===== src/rtl/seqr_pkg.sv =====
package seqr_pkg;

  typedef enum logic [2:0] {
    PM_ALL     = 3'd0,
    PM_REG     = 3'd1,
    PM_REG_INV = 3'd2,
    PM_ONEHOT  = 3'd3,
    PM_CR_EQ   = 3'd4,
    PM_CR_NE   = 3'd5
  } pred_mode_e;

  typedef enum logic {
    ST_IDLE = 1'b0,
    ST_RUN  = 1'b1
  } seq_state_e;

endpackage


===== src/rtl/pred_decode.sv =====
module pred_decode import seqr_pkg::*; #(
  parameter int IDX_W   = 7,
  parameter int REG_W   = 64,
  parameter int CRF_N   = 16,
  parameter int CR_BASE = 4,
  localparam int MASK_W = 1 << IDX_W
) (
  input  logic [2:0]         mode,
  input  logic [REG_W-1:0]   reg_val,
  input  logic [4*CRF_N-1:0] cr_bits,
  output logic [MASK_W-1:0]  mask
);

  logic hi_zero;
  logic unused_bits;

  // one-hot form is empty when the shift amount is out of range
  if (REG_W > IDX_W) begin : g_hi
    assign hi_zero = ~|reg_val[REG_W-1:IDX_W];
  end else begin : g_nohi
    assign hi_zero = 1'b1;
  end

  assign unused_bits = ^{cr_bits, reg_val};

  for (genvar i = 0; i < MASK_W; i++) begin : g_bit
    logic r_bit, r_inv, eq_bit, ne_bit, h_bit;

    if (i < REG_W) begin : g_r
      assign r_bit = reg_val[i];
      assign r_inv = ~reg_val[i];
    end else begin : g_nr
      assign r_bit = 1'b0;
      assign r_inv = 1'b0;
    end

    if (CR_BASE + i < CRF_N) begin : g_c
      assign eq_bit = cr_bits[4*(CR_BASE+i)+1];
      assign ne_bit = ~cr_bits[4*(CR_BASE+i)+1];
    end else begin : g_nc
      assign eq_bit = 1'b0;
      assign ne_bit = 1'b0;
    end

    assign h_bit = hi_zero && (reg_val[IDX_W-1:0] == IDX_W'(i));

    assign mask[i] = (mode == PM_ALL)     ? 1'b1   :
                     (mode == PM_REG)     ? r_bit  :
                     (mode == PM_REG_INV) ? r_inv  :
                     (mode == PM_ONEHOT)  ? h_bit  :
                     (mode == PM_CR_EQ)   ? eq_bit :
                     (mode == PM_CR_NE)   ? ne_bit : 1'b0;
  end

endmodule


===== src/rtl/step_scan.sv =====
module step_scan #(
  parameter int IDX_W = 7,
  localparam int MASK_W = 1 << IDX_W
) (
  input  logic [MASK_W-1:0] mask,
  input  logic [IDX_W-1:0]  step,
  input  logic [IDX_W-1:0]  vl,
  output logic              hit,
  output logic [IDX_W-1:0]  pos
);

  logic any_set;

  // lowest enabled position at or above the cursor
  always_comb begin
    any_set = 1'b0;
    pos     = '0;
    for (int i = MASK_W - 1; i >= 0; i--) begin
      if (mask[i] && (i >= int'(step))) begin
        any_set = 1'b1;
        pos     = IDX_W'(i);
      end
    end
  end

  assign hit = any_set && (pos < vl);

endmodule


===== src/rtl/twin_pred_sequencer.sv =====
module twin_pred_sequencer import seqr_pkg::*; #(
  parameter int IDX_W   = 7,
  parameter int REG_W   = 64,
  parameter int CRF_N   = 16,
  parameter int CR_BASE = 4,
  localparam int MASK_W = 1 << IDX_W
) (
  input  logic               clk,
  input  logic               rst_n,
  input  logic               start,
  input  logic [IDX_W-1:0]   vl,
  input  logic [IDX_W-1:0]   init_src_step,
  input  logic [IDX_W-1:0]   init_dst_step,
  input  logic [2:0]         src_mode,
  input  logic [2:0]         dst_mode,
  input  logic [REG_W-1:0]   src_reg,
  input  logic [REG_W-1:0]   dst_reg,
  input  logic [4*CRF_N-1:0] cr_bits,
  input  logic               src_scalar,
  input  logic               dst_scalar,
  output logic               iss_valid,
  input  logic               iss_ready,
  output logic [IDX_W-1:0]   iss_src,
  output logic [IDX_W-1:0]   iss_dst,
  output logic [IDX_W-1:0]   src_step,
  output logic [IDX_W-1:0]   dst_step,
  output logic               busy,
  output logic               done
);

  seq_state_e         state_q;
  logic [IDX_W-1:0]   vl_q, sstep_q, dstep_q;
  logic [MASK_W-1:0]  smask_in, dmask_in, smask_q, dmask_q;
  logic               sscal_q, dscal_q, done_q;
  logic               s_hit, d_hit;
  logic [IDX_W-1:0]   s_pos, d_pos;
  logic               pair_ok, accept;

  pred_decode #(.IDX_W(IDX_W), .REG_W(REG_W), .CRF_N(CRF_N), .CR_BASE(CR_BASE)) u_sdec (
    .mode(src_mode), .reg_val(src_reg), .cr_bits(cr_bits), .mask(smask_in)
  );

  pred_decode #(.IDX_W(IDX_W), .REG_W(REG_W), .CRF_N(CRF_N), .CR_BASE(CR_BASE)) u_ddec (
    .mode(dst_mode), .reg_val(dst_reg), .cr_bits(cr_bits), .mask(dmask_in)
  );

  step_scan #(.IDX_W(IDX_W)) u_sscan (
    .mask(smask_q), .step(sstep_q), .vl(vl_q), .hit(s_hit), .pos(s_pos)
  );

  step_scan #(.IDX_W(IDX_W)) u_dscan (
    .mask(dmask_q), .step(dstep_q), .vl(vl_q), .hit(d_hit), .pos(d_pos)
  );

  assign pair_ok   = (state_q == ST_RUN) && s_hit && d_hit;
  assign accept    = pair_ok && iss_ready;
  assign iss_valid = pair_ok;
  assign iss_src   = sscal_q ? '0 : s_pos;
  assign iss_dst   = dscal_q ? '0 : d_pos;
  assign src_step  = sstep_q;
  assign dst_step  = dstep_q;
  assign busy      = (state_q == ST_RUN);
  assign done      = done_q;

  always_ff @(posedge clk or negedge rst_n) begin
    if (!rst_n) begin
      state_q <= ST_IDLE;
      vl_q    <= '0;
      sstep_q <= '0;
      dstep_q <= '0;
      smask_q <= '0;
      dmask_q <= '0;
      sscal_q <= 1'b0;
      dscal_q <= 1'b0;
      done_q  <= 1'b0;
    end else begin
      done_q <= 1'b0;
      case (state_q)
        ST_IDLE: begin
          if (start) begin
            if (vl == '0) begin
              done_q <= 1'b1;
            end else begin
              state_q <= ST_RUN;
              vl_q    <= vl;
              sstep_q <= init_src_step;
              dstep_q <= init_dst_step;
              smask_q <= src_scalar ? '1 : smask_in;
              dmask_q <= dst_scalar ? '1 : dmask_in;
              sscal_q <= src_scalar;
              dscal_q <= dst_scalar;
            end
          end
        end
        default: begin
          if (!pair_ok) begin
            state_q <= ST_IDLE;
            sstep_q <= '0;
            dstep_q <= '0;
            done_q  <= 1'b1;
          end else if (accept) begin
            if (dscal_q) begin
              state_q <= ST_IDLE;
              sstep_q <= '0;
              dstep_q <= '0;
              done_q  <= 1'b1;
            end else begin
              sstep_q <= s_pos + 1'b1;
              dstep_q <= d_pos + 1'b1;
            end
          end
        end
      endcase
    end
  end

  // stalled offer holds
  p_hold_stable_r5: assert property (@(posedge clk) disable iff (!rst_n)
    iss_valid && !iss_ready |=> iss_valid && $stable(iss_src) && $stable(iss_dst));

  // cursors frozen while stalled
  p_no_step_move_r5: assert property (@(posedge clk) disable iff (!rst_n)
    pair_ok && !iss_ready |=> $stable(sstep_q) && $stable(dstep_q));

  // issued positions are enabled and not below the cursors
  p_issue_enabled_r3: assert property (@(posedge clk) disable iff (!rst_n)
    iss_valid |-> smask_q[s_pos] && dmask_q[d_pos] && (s_pos >= sstep_q) && (d_pos >= dstep_q));

  // nothing issued at or beyond VL
  p_issue_in_range_r4: assert property (@(posedge clk) disable iff (!rst_n)
    iss_valid |-> (s_pos < vl_q) && (d_pos < vl_q));

  // steps cleared when done
  p_steps_cleared_r11: assert property (@(posedge clk) disable iff (!rst_n)
    done |-> !busy && (src_step == '0) && (dst_step == '0));

  // zero length completes at once
  p_vl_zero_r2: assert property (@(posedge clk) disable iff (!rst_n)
    !busy && start && (vl == '0) |=> done && !busy);

  // scalar destination stops after one op
  p_scalar_dst_r8: assert property (@(posedge clk) disable iff (!rst_n)
    iss_valid && iss_ready && dscal_q |=> done);

  // latched length does not change while busy
  p_busy_ignore_r1: assert property (@(posedge clk) disable iff (!rst_n)
    busy |=> $stable(vl_q));

endmodule


===== config.mk =====
export PLATFORM = sky130hd
export DESIGN_NAME = twin_pred_sequencer
export DESIGN_NICKNAME = d
export VERILOG_FILES = /design/src/rtl/seqr_pkg.sv /design/src/rtl/pred_decode.sv /design/src/rtl/step_scan.sv /design/src/rtl/twin_pred_sequencer.sv
export SDC_FILE = /design/constraint.sdc
export NUM_CORES = 1
export LEC_CHECK = 0
export BUFFER_PORTS_ARGS = -buffer_cell sky130_fd_sc_hd__buf_2
export CORE_MARGIN = 2
export CORE_UTILIZATION = 50
export CTS_BUF_LIST = sky130_fd_sc_hd__clkbuf_4
export CTS_CLUSTER_SIZE = 25
export DETAILED_ROUTE_END_ITERATION = 12
export HOLD_SLACK_MARGIN = 0.02
export PLACE_DENSITY_LB_ADDON = 0.2
export SETUP_SLACK_MARGIN = 0.05
export SYNTH_ARGS = -nofsm -noshare
export SYNTH_HDL_FRONTEND = slang
export SYNTH_HIERARCHICAL = 1
export SYNTH_SLANG_ARGS = --single-unit

===== constraint.sdc =====
create_clock -name clk -period 10.55 [get_ports clk]
set_input_delay 1.5825 -clock clk [delete_from_list [all_inputs] [get_ports clk]]
set_output_delay 1.5825 -clock clk [all_outputs]
set_load 0.03 [all_outputs]

==> impl_metrics.json <==
{
  "run_status": "finished, final reports clean",
  "final-hold-violation-count": 0,
  "global_route.usage.total_pct": 40.46,
  "placement.cell_area_sq_um": 26210,
  "cp-endpoint": "iss_valid",
  "finalWorstPathRequiredPeriod_ns": 8.534,
  "fin_tns_setup_ns": 0,
  "synth_most_common_cell": "sky130_fd_sc_hd__o21ai_0",
  "htree_levels": 3,
  "async_set_or_reset_flop_fraction_in_the_synthesized_netlist_pct": 100.0,
  "viasPerCell": 6.827,
  "synth_xor_xnor_area_share_pct": 0.2064,
  "post-cts-setup-buffer-count": 0,
  "core_region_area_sq_um": 50170,
  "r2r_start": "src_step[2]",
  "synth_edf_count": 0,
  "globalRouteOverflowTotal": 0,
  "power.static_leakage_uw": 0.01086,
  "number_of_remaining_drc_errors": 0,
  "setup_repair_after_global_routing_missed_its_margin": "false",
  "synth-warning-count": 6,
  "worst_r2r_endpoint": "dst_step[0]",
  "die-width_microns": 229.6,
  "synthAdderAreaFrac_pct": 0.8945,
  "fraction_of_the_mapped_netlist_area_in_simple_logic_gates_pct": 24.25,
  "final_min_period_over_clock_period_pct": 80.89,
  "min_delay_path_depth": 2,
  "grt_start_max_net_pins": 131,
  "antenna_violating_nets_left": 0,
  "netlist_top_cells_area": "sky130_fd_sc_hd__dfrtp_1 (28%), sky130_fd_sc_hd__o21ai_0 (9.3%), sky130_fd_sc_hd__nand2_1 (6.6%)",
  "crit_path_end_kind": "output port",
  "final_max_slew_viol_count": 0,
  "area_of_the_die_sq_um": 52740,
  "post-route-cell-area_sq_um": 27210,
  "reg2reg_slack_ns": 3.15,
  "maxCapViolCount": 0,
  "clkSlewWorstSetupHoldPaths_ns": 0.07,
  "std_cell_rows": 82,
  "netlist_area_sq_um": 25460,
  "skew_final_ns": 0.05808,
  "final_cell_count_no_fill": 4189,
  "syn2layout_area_growth_pct": 6.876,
  "post_synthesis_register_bit_count": 281,
  "vias": 28598,
  "tritoncts.num_buffers": 83,
  "grt_pass1_wl_mm": 162.3,
  "fin_nets": 3704,
  "wirelength_mm": 110.0,
  "total_power_uw": 9049,
  "max_freq_ghz": 0.1172,
  "ctsHoldBuffers": 0,
  "gp_congestion": 1.051,
  "worst_ir_drop_on_vdd_uv": 145.5,
  "sequential_cell_area_sq_um": 7043,
  "insertion_delay_ns": 0.85,
  "syn_nets": 3662,
  "power.density_cell_area_nw_per_um2": 332.6,
  "cts-root-buf": "sky130_fd_sc_hd__clkbuf_4",
  "timing_worst_setup_path_type": "flip-flop to output port",
  "initial_antenna_violation_count": 2,
  "largest_family_of_logic_cells_by_synthesized_area": "compound AO/OA/AOI/OAI gates",
  "port-buffer-count": 203,
  "signal_arrival_time_at_the_worst_endpoint_ns": 6.95,
  "starting_density_pct": 50.74,
  "number_of_instances_resized_during_post_cts_repair": 0,
  "cts_sink_count": 281,
  "dr.pass1.iters": 9,
  "setup_violations": 0,
  "post_detailed_placement_half_perimeter_wirelength_mm": 79.70,
  "tightest_slew_ns": 1.245,
  "min_path_type": "flip-flop to flip-flop",
  "synth.mux.area_fraction_pct": 7.072,
  "area_used_by_multi_input_combinational_logic_sq_um": 16690,
  "cts.path.max_buffers": 3,
  "critical_path_peak_fanout": 34,
  "detail_route.iter0.violations": 4292,
  "critPathLaunchType": "flip-flop",
  "cts_tree": "yes",
  "syn_avg_cell_area_sq_um": 7.437,
  "yosys.area.top_type": "sky130_fd_sc_hd__dfrtp_1",
  "final.fill_count": 4998,
  "worst_ep_required_time_ns": 8.97,
  "fraction_of_the_yosys_area_taken_by_sequential_cells_pct": 27.62,
  "top_level_ports": 256,
  "critical_path.startpoint": "src_step[2]",
  "drive_gt1_share_pct": 17.84,
  "vias_in_the_first_global_route": 25550,
  "synth.top_cells.by_count": "sky130_fd_sc_hd__o21ai_0 (472), sky130_fd_sc_hd__nand2_1 (446), sky130_fd_sc_hd__nor2_1 (391)",
  "syn_inst_count": 3423,
  "dieHeight_microns": 229.6,
  "r2r.worst_path.cells": 20,
  "timing.hold.ws_ns": 0.4816,
  "worst_slew_margin_rel_pct": 16.97,
  "ys_dominant_reg_cell": "sky130_fd_sc_hd__dfrtp_1",
  "route.detailed.wl_per_inst_microns": 26.26,
  "dpl.cell_count": 4052,
  "synth_top_cell_area_share_pct": 27.62,
  "share_of_the_synthesized_area_in_compound_gates_ao_oa_aoi_oai_pct": 33.09,
  "synthDistinctLibCells": 108
}
## flip-flops by register name, summed over array words and instances (netlist names)
register,flops
done,1
dst_step,7
busy,1
smask_q,128
dscal_q,1
src_step,7
dmask_q,128
vl_q,7
sscal_q,1
## logic make-up after synthesis
logic type | count (synthesis)
compound gates | 1320
xor+xnor | 6
fa+ha+maj | 19
buf+inv | 357
flops | 281
mux | 160
simple gates | 1280
## placed cells by master, fill, tap and decap left out, types with 32 or more instances in the layout
master                       n
sky130_fd_sc_hd__o31ai_1    67
sky130_fd_sc_hd__o21a_1     50
sky130_fd_sc_hd__nor2_1    391
sky130_fd_sc_hd__nor2b_1    64
sky130_fd_sc_hd__a31oi_1    38
sky130_fd_sc_hd__buf_4      53
sky130_fd_sc_hd__nor3_1     38
sky130_fd_sc_hd__nand3_1    71
sky130_fd_sc_hd__dfrtp_1   272
sky130_fd_sc_hd__o22ai_1   126
sky130_fd_sc_hd__mux2_2    147
sky130_fd_sc_hd__o21ai_0   472
sky130_fd_sc_hd__a21oi_1   130
sky130_fd_sc_hd__clkbuf_4  115
sky130_fd_sc_hd__buf_2     200
sky130_fd_sc_hd__o21ai_1    84
sky130_fd_sc_hd__nand2_1   446
sky130_fd_sc_hd__inv_1      55
sky130_fd_sc_hd__nor4_1     39
sky130_fd_sc_hd__o211ai_1   38
sky130_fd_sc_hd__o22a_1     32
## cell type report
cell class                      count  share of cell area, %
Multi-Input combinational cell   2785                  61.34
Sequential cell                   281                  25.89
Timing Repair Buffer              254                  5.196
Clock buffer                      115                  3.173
Tap cell                          672                  3.090
Inverter                           60                 0.8277
Clock inverter                     20                 0.4737
Antenna cell                        2                0.01839
## how the worst min path moves through the flow
stage,end,slack (ns),from
floorplan,smask_q[3],0.44,smask_q[3]
global placement,smask_q[118],0.46,smask_q[118]
detailed placement,dmask_q[123],0.47,dmask_q[123]
CTS,smask_q[118],0.48,smask_q[118]
global route,smask_q[118],0.50,smask_q[118]
finish,dmask_q[125],0.48,dmask_q[125]
## layer usage
metal / share of wire, % / vias up / GRT usage (%)
met3: 14 / 269 / 13.81
met5: 0 / - / 0
met4: 3.7 / 0 / 15.30
li1: - / 12774 / -
met1: 45 / 13545 / 60.89
met2: 38 / 2010 / 52.00
## where the power goes
part,total [uW],internal [uW],switching [uW]
clock network,1030,525,504
logic,5450,1880,3570
registers,2570,1620,958
total,9050,4020,5030
## per-stage QoR
stage | utilization [%] | worst slack (ns)
finish | 54.23 | 2.016
global route | 54.23 | 1.608
CTS | 54.22 | 2.122
detailed placement | 52.24 | 3.012
global placement | 52.24 | 3.096
floorplan | - | 4.475
## critical path, stage by stage, from the launching register on
cell,delay (ns)
sky130_fd_sc_hd__dfrtp_1,0.62
sky130_fd_sc_hd__buf_4,0.40
sky130_fd_sc_hd__a21oi_1,1.02
sky130_fd_sc_hd__o21ai_0,0.32
sky130_fd_sc_hd__a21boi_0,0.24
sky130_fd_sc_hd__o21ai_0,0.48
sky130_fd_sc_hd__nor2b_1,0.20
sky130_fd_sc_hd__o311ai_0,0.15
sky130_fd_sc_hd__nand3_1,0.13
sky130_fd_sc_hd__a31oi_1,0.73
sky130_fd_sc_hd__ha_1,0.39
sky130_fd_sc_hd__and4_1,0.23
sky130_fd_sc_hd__and3_1,0.20
sky130_fd_sc_hd__nand2_1,0.06
sky130_fd_sc_hd__nand4_1,0.09
sky130_fd_sc_hd__a21oi_1,0.14
sky130_fd_sc_hd__o21a_1,0.24
sky130_fd_sc_hd__nand3_1,0.17
sky130_fd_sc_hd__inv_1,0.12
sky130_fd_sc_hd__buf_2,0.20
Note: power is estimated with default switching activity, not from simulation.
